[config.mk]
export PLATFORM = sky130hd
export DESIGN_NAME = bad_loc_bank
export DESIGN_NICKNAME = d
export VERILOG_FILES = /design/src/rtl/bad_loc_pkg.sv /design/src/rtl/bl_push_arb.sv /design/src/rtl/bl_store.sv /design/src/rtl/bl_status.sv /design/src/rtl/bad_loc_bank.sv
export SDC_FILE = /design/constraint.sdc
export NUM_CORES = 1
export LEC_CHECK = 0
export BUFFER_PORTS_ARGS = -buffer_cell sky130_fd_sc_hd__buf_2
export CAP_MARGIN = 20
export CORE_MARGIN = 4
export CORE_UTILIZATION = 52
export DETAILED_ROUTE_END_ITERATION = 6
export GPL_ROUTABILITY_DRIVEN = 0
export GPL_TIMING_DRIVEN = 0
export PLACE_DENSITY = 0.69
export SETUP_SLACK_MARGIN = 0.1
export SYNTH_ARGS = -nofsm -noshare
export SYNTH_HDL_FRONTEND = slang
export SYNTH_SLANG_ARGS = --single-unit
export TNS_END_PERCENT = 10
[constraint.sdc]
create_clock -name clk -period 8.4 [get_ports clk]
set_input_delay 1.26 -clock clk [delete_from_list [all_inputs] [get_ports clk]]
set_output_delay 1.26 -clock clk [all_outputs]
set_load 0.01 [all_outputs]
[src/rtl/bad_loc_pkg.sv]
package bad_loc_pkg;

    localparam int DEF_IDX_W = 6;
    localparam int DEF_WAYS  = 4;
    localparam int DEF_DEPTH = 4;

    // which source feeds the single store write port this cycle
    typedef enum logic [1:0] {
        SRC_NONE  = 2'd0,
        SRC_LOCAL = 2'd1,
        SRC_HELD  = 2'd2,
        SRC_FWD   = 2'd3
    } push_src_e;

    function automatic int clog2_min1(input int n);
        return (n <= 2) ? 1 : $clog2(n);
    endfunction

endpackage

[src/rtl/bl_push_arb.sv]
module bl_push_arb
    import bad_loc_pkg::*;
#(
    parameter int LOC_W = 8
) (
    input  logic             clk,
    input  logic             rst,
    input  logic             loc_vld,
    input  logic [LOC_W-1:0] loc_loc,
    input  logic             fwd_vld,
    input  logic [LOC_W-1:0] fwd_loc,
    output logic             cand_vld,
    output logic [LOC_W-1:0] cand_loc
);

    logic             hold_vld;
    logic [LOC_W-1:0] hold_loc;
    push_src_e        sel;

    // priority: local, then held forwarded, then fresh forwarded
    always_comb begin
        if (loc_vld)       sel = SRC_LOCAL;
        else if (hold_vld) sel = SRC_HELD;
        else if (fwd_vld)  sel = SRC_FWD;
        else               sel = SRC_NONE;
    end

    always_comb begin
        unique case (sel)
            SRC_LOCAL: cand_loc = loc_loc;
            SRC_HELD:  cand_loc = hold_loc;
            SRC_FWD:   cand_loc = fwd_loc;
            default:   cand_loc = '0;
        endcase
        cand_vld = (sel != SRC_NONE);
    end

    // holding register: captures a forwarded push that lost arbitration
    logic hold_load;
    assign hold_load = fwd_vld && (loc_vld ? !hold_vld : hold_vld);

    always_ff @(posedge clk) begin
        if (rst) begin
            hold_vld <= 1'b0;
            hold_loc <= '0;
        end else begin
            hold_vld <= loc_vld ? (hold_vld | fwd_vld) : (hold_vld & fwd_vld);
            if (hold_load) hold_loc <= fwd_loc;
        end
    end

endmodule

[src/rtl/bl_store.sv]
module bl_store
    import bad_loc_pkg::*;
#(
    parameter int IDX_W = 6,
    parameter int WAYS  = 4,
    parameter int DEPTH = 4,
    localparam int WAY_W = clog2_min1(WAYS),
    localparam int ENT_W = clog2_min1(DEPTH),
    localparam int LOC_W = IDX_W + WAY_W
) (
    input  logic             clk,
    input  logic             rst,
    input  logic             cand_vld,
    input  logic [LOC_W-1:0] cand_loc,
    input  logic             clr_vld,
    input  logic [ENT_W-1:0] clr_ent,
    input  logic [IDX_W-1:0] lk_idx,
    input  logic [WAY_W-1:0] lk_way,
    input  logic [IDX_W-1:0] alloc_idx,
    output logic [DEPTH-1:0] ent_vld,
    output logic             lk_hit,
    output logic [WAYS-1:0]  alloc_blk
);

    typedef struct packed {
        logic [IDX_W-1:0] idx;
        logic [WAY_W-1:0] way;
    } loc_t;

    loc_t             ent_loc [DEPTH];
    loc_t             cand;
    loc_t             lk_key;
    logic [DEPTH-1:0] dup_vec;
    logic [DEPTH-1:0] lk_vec;
    logic             have_free;
    logic [ENT_W-1:0] wr_ptr;
    logic             wr_en;
    logic             clr_eff;

    assign cand   = loc_t'(cand_loc);
    assign lk_key = '{idx: lk_idx, way: lk_way};

    // lowest-numbered free slot
    always_comb begin
        have_free = 1'b0;
        wr_ptr    = '0;
        for (int i = DEPTH - 1; i >= 0; i--) begin
            if (!ent_vld[i]) begin
                have_free = 1'b1;
                wr_ptr    = ENT_W'(i);
            end
        end
    end

    assign wr_en   = cand_vld && !(|dup_vec) && have_free;
    // a push that repeats the cleared entry keeps it alive
    assign clr_eff = clr_vld && !(cand_vld && dup_vec[clr_ent]);
    assign lk_hit  = |lk_vec;

    for (genvar e = 0; e < DEPTH; e++) begin : g_ent
        assign dup_vec[e] = ent_vld[e] && (ent_loc[e] == cand);
        assign lk_vec[e]  = ent_vld[e] && (ent_loc[e] == lk_key);

        always_ff @(posedge clk) begin
            if (rst) begin
                ent_vld[e] <= 1'b0;
                ent_loc[e] <= '0;
            end else if (wr_en && wr_ptr == ENT_W'(e)) begin
                ent_vld[e] <= 1'b1;
                ent_loc[e] <= cand;
            end else if (clr_eff && clr_ent == ENT_W'(e)) begin
                ent_vld[e] <= 1'b0;
            end
        end
    end

    for (genvar w = 0; w < WAYS; w++) begin : g_way
        logic [DEPTH-1:0] way_hit;
        for (genvar e = 0; e < DEPTH; e++) begin : g_cmp
            assign way_hit[e] = ent_vld[e] && ent_loc[e].idx == alloc_idx
                                && ent_loc[e].way == WAY_W'(w);
        end
        assign alloc_blk[w] = |way_hit;
    end

endmodule

[src/rtl/bl_status.sv]
module bl_status #(
    parameter int DEPTH = 4,
    localparam int CNT_W = $clog2(DEPTH + 1)
) (
    input  logic [DEPTH-1:0] ent_vld,
    output logic [CNT_W-1:0] count,
    output logic             empty,
    output logic             any_err,
    output logic             full
);

    always_comb begin
        count = '0;
        for (int i = 0; i < DEPTH; i++) count = count + CNT_W'(ent_vld[i]);
    end

    assign empty   = ~|ent_vld;
    assign any_err = |ent_vld;
    assign full    = &ent_vld;

endmodule

[src/rtl/bad_loc_bank.sv]
module bad_loc_bank
    import bad_loc_pkg::*;
#(
    parameter int IDX_W = DEF_IDX_W,
    parameter int WAYS  = DEF_WAYS,
    parameter int DEPTH = DEF_DEPTH,
    localparam int WAY_W = clog2_min1(WAYS),
    localparam int ENT_W = clog2_min1(DEPTH),
    localparam int CNT_W = $clog2(DEPTH + 1),
    localparam int LOC_W = IDX_W + WAY_W
) (
    input  logic             clk,
    input  logic             rst,
    input  logic             loc_push_vld,
    input  logic [IDX_W-1:0] loc_push_idx,
    input  logic [WAY_W-1:0] loc_push_way,
    input  logic             fwd_push_vld,
    input  logic [IDX_W-1:0] fwd_push_idx,
    input  logic [WAY_W-1:0] fwd_push_way,
    input  logic             lk_valid_in,
    input  logic [IDX_W-1:0] lk_idx,
    input  logic [WAY_W-1:0] lk_way,
    output logic             lk_valid_out,
    input  logic [IDX_W-1:0] alloc_idx,
    output logic [WAYS-1:0]  alloc_ok,
    input  logic             sw_clr_vld,
    input  logic [ENT_W-1:0] sw_clr_entry,
    output logic [CNT_W-1:0] err_count,
    output logic             bank_empty,
    output logic             bank_any,
    output logic             bank_full
);

    logic             cand_vld;
    logic [LOC_W-1:0] cand_loc;
    logic [DEPTH-1:0] ent_vld;
    logic             lk_hit;
    logic [WAYS-1:0]  alloc_blk;

    bl_push_arb #(.LOC_W(LOC_W)) u_arb (
        .clk      (clk),
        .rst      (rst),
        .loc_vld  (loc_push_vld),
        .loc_loc  ({loc_push_idx, loc_push_way}),
        .fwd_vld  (fwd_push_vld),
        .fwd_loc  ({fwd_push_idx, fwd_push_way}),
        .cand_vld (cand_vld),
        .cand_loc (cand_loc)
    );

    bl_store #(.IDX_W(IDX_W), .WAYS(WAYS), .DEPTH(DEPTH)) u_store (
        .clk       (clk),
        .rst       (rst),
        .cand_vld  (cand_vld),
        .cand_loc  (cand_loc),
        .clr_vld   (sw_clr_vld),
        .clr_ent   (sw_clr_entry),
        .lk_idx    (lk_idx),
        .lk_way    (lk_way),
        .alloc_idx (alloc_idx),
        .ent_vld   (ent_vld),
        .lk_hit    (lk_hit),
        .alloc_blk (alloc_blk)
    );

    bl_status #(.DEPTH(DEPTH)) u_stat (
        .ent_vld (ent_vld),
        .count   (err_count),
        .empty   (bank_empty),
        .any_err (bank_any),
        .full    (bank_full)
    );

    assign lk_valid_out = lk_valid_in & ~lk_hit;
    assign alloc_ok     = ~alloc_blk;

endmodule

# Word level (Yosys, flattened, before mapping)

Memory sizes are Yosys's and may differ from the RTL's.
Index checks and enable logic that the tools add are counted.

Bits in registers: 13
Word-level logic and storage cells: 159
Memories: 1
Bits in writable memories: 32
Input port bits: 38
Output and inout bits: 11

Memory list:

| memory          | depth | width | rd ports | clocked after memory_dff | wr ports | line           | source |
|---|---|---|---|---|---|---|---|
| u_store.ent_loc | 4     | 8     | 4        | 0                        | 4        | bl_store.sv:30 | `loc_t ent_loc [DEPTH];` |

Bitwise gates (word level): 9
$lt $le $gt $ge: 1
Reductions and logical operators: 64
Add/sub/neg operators: 3
Mux-type cells: 42
Eq/ne operators: 33

Operators by type and width:

| operator                                                                     | number |
|---|---|
| 8-bit equality test                                                          | 8 |
| 1-bit logical AND                                                            | 41 |
| 8-bit two-way mux                                                            | 4 |
| 1-bit two-way mux                                                            | 29 |
| 2-bit equality test, second input constant                                   | 14 |
| 4-bit OR reduction                                                           | 7 |
| 6-bit equality test                                                          | 4 |
| 8-bit one-hot mux with 3 select lines                                        | 1 |
| 2-bit by 1-bit equality test with 1-bit output, second input constant        | 7 |
| 2-bit two-way mux                                                            | 7 |
| 2-bit zero test                                                              | 6 |
| 2-bit nonzero test                                                           | 5 |
| 3-bit by 1-bit adder with 3-bit output                                       | 2 |
| 1-bit OR                                                                     | 5 |
| 1-bit zero test                                                              | 4 |
| 4-bit NOT                                                                    | 1 |
| 4-bit AND reduction                                                          | 1 |
| 2-bit by 3-bit less-than comparator with 1-bit output, second input constant | 1 |
| 1-bit by 1-bit adder with 2-bit output                                       | 1 |
| 1-bit AND                                                                    | 2 |
| 1-bit binary-select mux with 2-bit select                                    | 1 |
| 1-bit NOT                                                                    | 1 |

# Depth between registers and ports, before layout

Gate-level depths: netlist (run 1).

Word-level depth: 16
Mapped depth: 13
Gate-level depth less buffers: 7

# Cells and area by module

Synthesis (run 1) repeated with hierarchy kept, for this count alone.

Cell total of the unflattened synthesis: 384
Area total of the unflattened synthesis: 3681.0 sq um

By module, submodules not included:

| module       | times used | cells an instance | area each (sq um) | sequential area each (sq um) |
|---|---|---|---|---|
| bl_store     | 1          | 287               | 2872.8            | 1041.0 |
| bl_push_arb  | 1          | 79                | 666.9             | 180.2 |
| bl_status    | 1          | 13                | 112.6             | 0.0 |
| bad_loc_bank | 1          | 5                 | 28.8              | 0.0 |

# Least setup slack after synthesis (run 1)

OpenSTA, ideal clock, no wires.

Path type: input to register
From: in loc_push_vld
To: mem u_store.ent_loc[1][0] (netlist bit), enable pin
Arrival: 3.766 ns
Slack: 4.248 ns
Cell stages on the path: 10
Buffers on the path: 3
Required time: 8.013 ns
Setup time: 0.387 ns
Path through: buf_4 > a21o_1 > o22ai_1 > xnor2_1 > nor4_1 > and4_1 > or4b_1 > buf_2 > buf_6 > o31ai_1

RTL lines:

| item            | line               | source |
|---|---|---|
| start, declared | bad_loc_bank.sv:14 | `input logic loc_push_vld,` |
| end, declared   | bl_store.sv:30     |  |

==> flow_metrics.tcl, run 1 <==
set metrics [dict create \
    outcome "completed" \
    routed-via-count 3808 \
    detail_route.drc_violations 0 \
    syn_area_um2 3860 \
    critical_path_arrival_ns 4.83 \
    postSynthAreaPerCell_um2 8.86 \
    ant_nets 0 \
    n_fill_cell 677 \
    antenna_found_initial 0 \
    setup.worst_path.start_class "primary input" \
    synth_top_cell_area_share 0.249 \
    maxSlewViolCount 0 \
    groute.usage.overall 0.294 \
    dp.cells 575 \
    max_fanout_on_critical_path 10 \
    critical_path.slowest_cell "sky130_fd_sc_hd__o22ai_1" \
    period_minus_slack_ns 4.82 \
    drt-met1-wl_um 5100 \
    cellLeakagePower_uw 0.00164 \
    max-slew-margin-rel 0.284 \
    fin_ws_ns 3.58 \
    drive_gt1_frac 0.170 \
    cts_buffers 5 \
    hold_path_class "reg -> reg" \
    syn-num-nets 478 \
    drtPass1Iterations 5 \
    initial_core_util 0.533 \
    post-synth-top-area-cell "sky130_fd_sc_hd__edfxtp_1" \
    crit_required_ns 8.41 \
    flow.area_growth_from_synthesis_pct 11.9 \
    final.period_utilization 0.574 \
    rsz0062_at_grt "no" \
    seq_cell_area_um2 1220 \
    first_global_vias 3722 \
    numPortBuffers 39 \
    worst_setup_hold_path_clk_slew_ns 0.10 \
    core-area_um2 7250 \
    multi_input_gate_area_um2 2410 \
    detailedPlacementHpwl_um 9820 \
    tritoncts "yes" \
    yosysSeqAreaShare 0.316 \
    worstPathCellList "buf_2 > buf_4 > inv_1 > o22ai_1 > xnor2_1 > nor4_1 > and4_1 > or4b_1 > buf_2 > buf_6 > o31ai_1 > buf_4" \
    setup_viol 0 \
    worst_ir_drop_vdd_uv 107 \
    grt_start_max_net_pins 17 \
    path_buf_inv 6 \
    dieWidth_um 94.2 \
    n_antenna_cell 0 \
    top_routing_layer_in_use "met4" \
    critPathTopFamily "compound AO/OA/AOI/OAI gates" \
    drtIter0Drc 402 \
    post_cts_hold_buffer_count 0 \
    htree_levels 2 \
    routed_via_density 6.50 \
    route.final.wire_length_um 12900 \
    die_height_um 94.2 \
    placement.setup.worst_slack_ns 3.28 \
    drv.max_cap_violation_count 0 \
    grt_first_pass_wirelength_um 19800 \
    achievable-frequency_mhz 207 \
    die-area_um2 8870 \
    post_cts_resize_count 0 \
    rows 31 \
    pin_count 49 \
    final_hold_viol_count 0 \
    wire_per_inst_um 21.9 \
    synth-edff-count 32 \
    cts_num_sinks 45 \
    power_density_nw_per_um2 147 \
    final.setup_skew_ns 0.0157 \
    syn-instance-count 436 \
    critical_path_class "in -> reg" \
    worstMarginPinSlew_ns 1.07 \
    yosys_warnings 0 \
    post_cts_buffers 0 \
    wl_met2_um 5740 \
    cts_max_path_buffers 2 \
    critical_path.endpoint_type "flop" \
    nets 528 \
    ys_seq_elements 45 \
    clk_root_buffer_cell "sky130_fd_sc_hd__clkbuf_8" \
    max_stage_delay_ns 0.86 \
    async_reset_ff_frac 0 \
    post_synth_main_area_contributors "sky130_fd_sc_hd__edfxtp_1 25%, sky130_fd_sc_hd__xnor2_1 9.3%, sky130_fd_sc_hd__xor2_1 6.8%, sky130_fd_sc_hd__dfxtp_1 6.7%, sky130_fd_sc_hd__nor3_1 3.5%" \
    final_core_utilization 0.596 \
    synth_cell_type_count 68 \
    detailroute.wirelength.met3_um 1420 \
    instances_no_fill 586 \
    totalNegativeSetupSlack_ns 0 \
    global_route.overflow_total 0 \
    clk_latency_ns 0.30 \
    primary_ff_master_synth "sky130_fd_sc_hd__edfxtp_1" \
]
-- final cells by class --
| class | count | area share |
|---|---|---|
| Timing Repair Buffer | 43 | 0.0504 |
| Clock inverter | 3 | 0.0110 |
| Tap cell | 99 | 0.0287 |
| Buffer | 31 | 0.0388 |
| Inverter | 18 | 0.0156 |
| Clock buffer | 5 | 0.0159 |
| Multi-Input combinational cell | 342 | 0.557 |
| Sequential cell | 45 | 0.283 |
-- layout by cell type, fill, tap and decap left out, types with 15 or more instances in the layout --
cell and count:
sky130_fd_sc_hd__buf_2 47, sky130_fd_sc_hd__xnor2_1 41, sky130_fd_sc_hd__edfxtp_1 32, sky130_fd_sc_hd__xor2_1 30, sky130_fd_sc_hd__nand2_1 28, sky130_fd_sc_hd__nor3_1 27, sky130_fd_sc_hd__nand3_1 20, sky130_fd_sc_hd__nor2_1 19
sky130_fd_sc_hd__nor2b_1 19, sky130_fd_sc_hd__inv_1 17, sky130_fd_sc_hd__clkbuf_1 16, sky130_fd_sc_hd__a21oi_1 15
-- sequential cells by signal (all words and copies together) (netlist names) --
| register | count |
|---|---|
| u_store.ent_vld | 4 |
| u_arb.hold_vld | 1 |
| u_arb.hold_loc | 8 |
| u_store.ent_loc | 32 |
-- metrics by stage --
| step | cell area [um2] | hold WS, ns | power, uW |
|---|---|---|---|
| after global routing | 4320 | 0.566 | 663 |
| final | 4320 | 0.521 | 637 |
| after global placement | 4180 | 0.479 | 456 |
| after floorplan | 3860 | 0.464 | 399 |
| after detailed placement | 4190 | 0.497 | 460 |
| after CTS | 4310 | 0.522 | 634 |
-- cell families after synthesis --
kind of cell	Yosys count	share of synthesized area
buffers and inverters	49	0.0609
AND/OR/NAND/NOR	175	0.261
multiplexers	8	0.0210
XOR/XNOR	72	0.165
AO/OA/AOI/OAI	83	0.161
flip-flops	45	0.316
adder cells (fa/ha/maj)	4	0.0149
-- cell usage after synthesis, types with 10 or more instances --
library cell	number
sky130_fd_sc_hd__a21oi_1	15
sky130_fd_sc_hd__nor2b_1	19
sky130_fd_sc_hd__clkbuf_1	16
sky130_fd_sc_hd__nand3_1	20
sky130_fd_sc_hd__o21ai_0	10
sky130_fd_sc_hd__nor2_1	19
sky130_fd_sc_hd__nand2_1	28
sky130_fd_sc_hd__dfxtp_1	13
sky130_fd_sc_hd__inv_1	17
sky130_fd_sc_hd__edfxtp_1	32
sky130_fd_sc_hd__nor3_1	27
sky130_fd_sc_hd__xnor2_1	41
sky130_fd_sc_hd__xor2_1	30
sky130_fd_sc_hd__nand4_1	12
-- report_power, final --
group,internal [uW],leakage (uW),switching [uW]
Clock,90.9,0.0000591,83.4
Combinational,73.2,0.00114,107
Sequential,255,0.000446,27.1
Total,419,0.00164,218
-- per-layer routing --
layer  GRT usage  vias to the layer above
li1            -                     1705
met1       0.402                     1787
met2       0.457                      261
met3      0.0385                       55
met4       0.142                        0
met5           0                        -
-- final timing paths --
kind / from / end / cells past startpoint / slack [ns]
worst min register to register: u_arb.hold_loc[0] / u_arb.hold_loc[0] / 2 / 0.52
worst min-delay path: u_arb.hold_loc[0] / u_arb.hold_loc[0] / 2 / 0.52
worst max-delay path: loc_push_vld / u_store.ent_loc[1][4] / 12 / 3.58
worst max register to register: u_arb.hold_vld / u_store.ent_loc[1][4] / 11 / 4.34
-- tightest hold or removal path, delay by kind of cell (launching register included) --
family           cells  cell delay, ns
and+or+nand+nor      1            0.07
DFF                  1            0.35
muxes                1            0.07
Note: power is estimated with default switching activity, not from simulation.
==> inputs of run 2 (changes only) <==
- PLACE_DENSITY: 0.69 -> 0.72
- clock period: 8.4 -> 4.03 ns (I/O delays scaled with it)
==> run 2 against run 1 <==
Net effect: clock-buffer cell count did not move; clock power grew 110%; critical path depth down 1; non-clock buffer count fell by 2; core utilization barely moved; register-to-register slack worse by 3.8 ns; cell area hardly changed; global-route usage up 0.074 points; critical path type unchanged; largest power group unchanged; highest routed layer unchanged.
==> flow_metrics.tcl, run 2 (synthesis results as in run 1) <==
set metrics [dict create \
    hold_path_startpoint "u_arb.hold_loc[0]" \
    route.final.wire_length_um 12900 \
    nets 526 \
    reg2regPathDepth 11 \
    detail_route.drc_violations 0 \
    first_global_vias 3654 \
    ant_nets 0 \
    clk_latency_ns 0.31 \
    wire_per_inst_um 22.2 \
    most-common-layout-cells "45 x sky130_fd_sc_hd__buf_2, 41 x sky130_fd_sc_hd__xnor2_1, 32 x sky130_fd_sc_hd__edfxtp_1" \
    setup_viol 0 \
    cts_buffers 5 \
    register_with_the_highest_flop_count "u_store.ent_loc" \
    die-area_um2 8870 \
    drtPass1Iterations 5 \
    period_minus_slack_ns 3.66 \
    cellInternalPower_uw 873 \
    numPortBuffers 39 \
    worst_setup_hold_path_clk_slew_ns 0.10 \
    worst_ir_drop_vdd_uv 183 \
    wl_met2_um 5700 \
    detailedPlacementHpwl_um 9460 \
    clk_root_buffer_cell "sky130_fd_sc_hd__clkbuf_8" \
    tritoncts "yes" \
    rows 31 \
    seq_power_share 0.448 \
    power_density_nw_per_um2 307 \
    critical_path.endpoint_type "flop" \
    htree_levels 2 \
    drv.max_cap_violation_count 0 \
    die_height_um 94.2 \
    totalNegativeSetupSlack_ns 0 \
    final_hold_viol_count 0 \
    hold_path_class "reg -> reg" \
    cts_num_sinks 45 \
    cts_max_path_buffers 2 \
    setup.worst_path.start_class "primary input" \
    reg2reg_to "u_store.ent_loc[1][4]" \
    post_cts_buffers 0 \
    net_sw_frac 0.342 \
    final.period_utilization 0.907 \
    grt_first_pass_wirelength_um 19600 \
    biggestRegsByFlops "u_store.ent_loc (32), u_arb.hold_loc (8), u_store.ent_vld (4)" \
    outcome "completed" \
    maxSlewViolCount 0 \
    power_frac_clock 0.272 \
    initial_core_util 0.533 \
    pin_count 49 \
    routed-via-count 3803 \
    drtIter0Drc 476 \
    final_common_cell "sky130_fd_sc_hd__buf_2" \
    hold_end "u_arb.hold_loc[0]" \
    timing.rr.start "u_arb.hold_vld" \
    switchingPower_uw 453 \
    crit_required_ns 3.96 \
    holdPathStages 2 \
    critical_path_arrival_ns 3.59 \
    final.setup_skew_ns 0.0136 \
    antenna_found_initial 0 \
    groute.usage.overall 0.295 \
    drive_gt1_frac 0.171 \
    whs_ns 0.517 \
    top_routing_layer_in_use "met4" \
    critical_path_class "in -> reg" \
    achievable-frequency_mhz 273 \
    max_ffs_per_register 32 \
    core-area_um2 7250 \
    rsz0062_at_grt "no" \
    dieWidth_um 94.2 \
    n_antenna_cell 0 \
    comb_power_share 0.281 \
    cellLeakagePower_uw 0.00164 \
    grt_start_max_net_pins 17 \
    worstMarginPinSlew_ns 0.770 \
    max_fanout_on_critical_path 10 \
    detailroute.wirelength.met3_um 1560 \
    regToRegSetupSlack_ns 0.54 \
    global_route.overflow_total 0 \
    routed_via_density 6.51 \
    max-slew-margin-rel 0.482 \
    drt-met1-wl_um 5010 \
    flow.area_growth_from_synthesis_pct 11.9 \
]
[run 2: cell types whose count changed in the layout (fill, tap and decap cells not counted)]
cell | before | now
sky130_fd_sc_hd__o21ai_1 | 1 | 2
sky130_fd_sc_hd__o31ai_1 | 2 | 1
sky130_fd_sc_hd__buf_4 | 5 | 4
sky130_fd_sc_hd__buf_2 | 47 | 45
sky130_fd_sc_hd__o22ai_2 | 0 | 1
sky130_fd_sc_hd__o22ai_1 | 9 | 8
sky130_fd_sc_hd__clkbuf_4 | 0 | 1
sky130_fd_sc_hd__o21ai_0 | 10 | 9
sky130_fd_sc_hd__o31ai_2 | 0 | 1
[run 2: worst max path at each step]
stage	from	to	slack, ns	cells past startpoint
global placement	loc_push_vld	u_store.ent_loc[1][2]	-0.46	11
finish	loc_push_vld	u_store.ent_loc[1][4]	0.37	11
floorplan	loc_push_vld	u_store.ent_loc[1][0]	0.53	10
detailed placement	loc_push_vld	u_store.ent_loc[1][4]	-0.46	11
global route	loc_push_vld	u_store.ent_loc[1][2]	0.21	11
CTS	loc_push_vld	u_store.ent_loc[3][2]	0.27	11
[run 2: area by class of cell]
class	count	area, um2
well taps	99	124
clock buffers	5	68.8
clock inverters	3	47.5
flip-flops and latches	45	1220
multi-input cells	342	2420
fillers	663	2930
inverters	18	67.6
repair buffers	41	208
plain buffers	31	168
[run 2: what timing repair did]
item | 4_1_cts | 5_1_grt
gates resized for setup | 3 | 0
hold buffers | 0 | 0
setup endpoints to repair | 32 | 0
[run 2: per-stage QoR]
step                      area [um2]  worst slack (ns)  total power, uW  std cells   util
after floorplan                 3860             0.533              831        436      -
final                           4320             0.373             1330        584  0.596
after CTS                       4310             0.273             1310        582  0.594
after detailed placement        4180            -0.460              958        574  0.577
after global routing            4320             0.210             1370        584  0.596
after global placement          4180            -0.464              951        574  0.577
[run 2: metal layers]
metal / vias to the layer above / track usage
met1: 1780 / 0.384
li1: 1699 / -
met5: - / 0
met3: 66 / 0.0817
met4: 0 / 0.143
met2: 258 / 0.449
[run 2: power groups by stage]
stage | Combinational (uW) | Clock, uW | Sequential, uW
detailed placement | 359 | 0 | 599
finish | 373 | 360 | 593
floorplan | 259 | 0 | 572
CTS | 363 | 359 | 589
global placement | 352 | 0 | 599
global route | 401 | 377 | 593
[run 2: worst max-delay path, stage by stage]
cell and delay (ns):
sky130_fd_sc_hd__buf_2 0.10, sky130_fd_sc_hd__buf_4 0.17, sky130_fd_sc_hd__inv_1 0.20, sky130_fd_sc_hd__o22ai_2 0.55
sky130_fd_sc_hd__xnor2_1 0.18, sky130_fd_sc_hd__nor4_1 0.08, sky130_fd_sc_hd__and4_1 0.26, sky130_fd_sc_hd__or4b_1 0.52
sky130_fd_sc_hd__buf_2 0.17, sky130_fd_sc_hd__buf_6 0.15, sky130_fd_sc_hd__o31ai_2 0.61
==> inputs of run 3 (changes only) <==
==> constraint.sdc (replaced) <==
create_clock -name clk -period 4.03 [get_ports clk]
set_input_delay 0.2015 -clock clk [delete_from_list [all_inputs] [get_ports clk]]
set_output_delay 0.2015 -clock clk [all_outputs]
set_load 0.01 [all_outputs]
==> run 3 against run 2 <==
Net effect: core utilization grew 0.069 points; sequential cell count unchanged; clock power hardly changed; critical path depth stayed put; sequential share of layout area hardly changed; first-iteration DRC count is 21% higher; global-route usage is the same; critical path type is now reg -> reg; largest power group unchanged; highest routed layer unchanged.
==> flow_metrics.tcl, run 3 (synthesis results as in run 1) <==
set metrics [dict create \
    hold_path_class "in -> reg" \
    max_stage_delay_ns 0.62 \
    switchingPower_uw 456 \
    seq_power_share 0.447 \
    initial_core_util 0.533 \
    grt_first_pass_wirelength_um 19600 \
    most-common-layout-cells "46 x sky130_fd_sc_hd__buf_2, 41 x sky130_fd_sc_hd__xnor2_1, 32 x sky130_fd_sc_hd__edfxtp_1" \
    cellLeakagePower_uw 0.00164 \
    comb_power_share 0.281 \
    final_common_cell "sky130_fd_sc_hd__buf_2" \
    antenna_found_initial 0 \
    final_hold_viol_count 0 \
    detailed_place.area_um2 4180 \
    max_ffs_per_register 32 \
    grt_start_max_net_pins 17 \
    drv.max_cap_violation_count 0 \
    pin_count 49 \
    tritoncts "yes" \
    setup.worst_path.start_class "flop" \
    final_cell_area_um2 4330 \
    critical_path.endpoint_type "flop" \
    maxSlewViolCount 0 \
    drtIter0Drc 578 \
    routed-via-count 3826 \
    routed_via_density 6.54 \
    cts_max_path_buffers 2 \
    biggestRegsByFlops "u_store.ent_loc (32), u_arb.hold_loc (8), u_store.ent_vld (4)" \
    die-area_um2 8870 \
    fin_ws_ns 0.525 \
    n_antenna_cell 0 \
    flow.area_growth_from_synthesis_pct 12.0 \
    period_minus_slack_ns 3.51 \
    net_sw_frac 0.343 \
    ant_nets 0 \
    detailedPlacementHpwl_um 9460 \
    final_core_utilization 0.597 \
    power_density_nw_per_um2 307 \
    register_with_the_highest_flop_count "u_store.ent_loc" \
    worst_setup_hold_path_clk_slew_ns 0.10 \
    n_fill_cell 663 \
    critical_path.slowest_cell "sky130_fd_sc_hd__o31ai_2" \
    path_buf_inv 4 \
    rows 31 \
    cellInternalPower_uw 873 \
    worstMarginPinSlew_ns 0.759 \
    drive_gt1_frac 0.173 \
    htree_levels 2 \
    final.setup_skew_ns 0.0170 \
    cts_buffers 5 \
    drtPass1Iterations 6 \
    first_global_vias 3654 \
    clk_root_buffer_cell "sky130_fd_sc_hd__clkbuf_8" \
    numPortBuffers 39 \
    cts_num_sinks 45 \
    detail_route.drc_violations 0 \
    crit_required_ns 3.96 \
    die_height_um 94.2 \
    whs_ns 0.148 \
    critical_path_arrival_ns 3.44 \
    crit_top_cell "sky130_fd_sc_hd__buf_6" \
    outcome "completed" \
    wire_per_inst_um 22.3 \
    rsz0062_at_grt "no" \
    dieWidth_um 94.2 \
    global_route.overflow_total 0 \
    post_cts_hold_buffer_count 0 \
    worstPathCellList "buf_6 > buf_6 > a21oi_1 > o2bb2ai_2 > xor2_1 > nand2_1 > nor4_1 > or4b_1 > buf_2 > buf_6 > o31ai_2" \
    max_fanout_on_critical_path 10 \
    groute.usage.overall 0.295 \
    setup_viol 0 \
    route.final.wire_length_um 13000 \
    nets 527 \
    power_frac_clock 0.273 \
    placement.setup.worst_slack_ns -0.0572 \
    critPathTopFamily "compound AO/OA/AOI/OAI gates" \
    final.period_utilization 0.870 \
    clk_latency_ns 0.31 \
    worst_ir_drop_vdd_uv 184 \
    achievable-frequency_mhz 285 \
    critical_path_class "reg -> reg" \
    post_cts_buffers 0 \
    max-slew-margin-rel 0.491 \
    core-area_um2 7250 \
]
==> run 3: cell count changes in the layout (fill, tap and decap cells not counted), sizes merged <==
| cell | change |
|---|---|
| buf | +1 |
==> run 3: final timing paths <==
path / startpoint / end / slack [ns] / depth (start not counted)
max: u_arb.hold_vld / u_store.ent_loc[1][2] / 0.52 / 11
min: fwd_push_way[0] / u_arb.hold_loc[0] / 0.15 / 3
max reg2reg: u_arb.hold_vld / u_store.ent_loc[1][2] / 0.52 / 11
min reg2reg: u_arb.hold_loc[0] / u_arb.hold_loc[0] / 0.52 / 2
==> run 3: repair_timing <==
| item | 4_1_cts | 5_1_grt |
|---|---|---|
| gates resized for setup | 1 | 1 |
| endpoints found under the hold margin | 0 | 0 |
| endpoints found under the setup margin | 16 | 8 |
==> run 3: worst reg2reg max path, delay by kind of cell (launching register included) <==
kind                   cells  cell delay [ns]
XOR/XNOR                   1             0.14
AND/OR/NAND/NOR            3             0.73
AO/OA/AOI/OAI              3             1.30
buffers and inverters      4             0.62
flip-flops                 1             0.35
==> run 3: power groups by stage <==
stage | Clock [uW] | Combinational (uW) | Sequential [uW]
CTS | 359 | 362 | 589
floorplan | 0 | 259 | 572
detailed placement | 0 | 359 | 599
global placement | 0 | 352 | 599
finish | 362 | 373 | 594
global route | 377 | 402 | 593
==> run 3: metal layers <==
metal | vias to the layer above | part of all wire | GRT usage
li1 | 1696 | - | -
met1 | 1792 | 0.39 | 0.384
met2 | 264 | 0.44 | 0.449
met3 | 74 | 0.12 | 0.0817
met4 | 0 | 0.051 | 0.143
met5 | - | 0 | 0
==> run 3: final cells by class <==
type,instances,area [um2],area share
inverter,18,67.6,0.0156
multi-input combinational,342,2420,0.559
timing repair buffer,42,213,0.0491
clock inverter,3,47.5,0.0110
tap,99,124,0.0286
clock buffer,5,68.8,0.0159
sequential,45,1220,0.282
buffer,31,168,0.0387
==> run 3: per-stage QoR <==
stage	total power (uW)	TNS, ns	std cells
after floorplan	831	0	436
after global placement	951	-0.486	574
after detailed placement	958	-0.456	574
after CTS	1310	0	582
after global routing	1370	0	585
final	1330	0	585
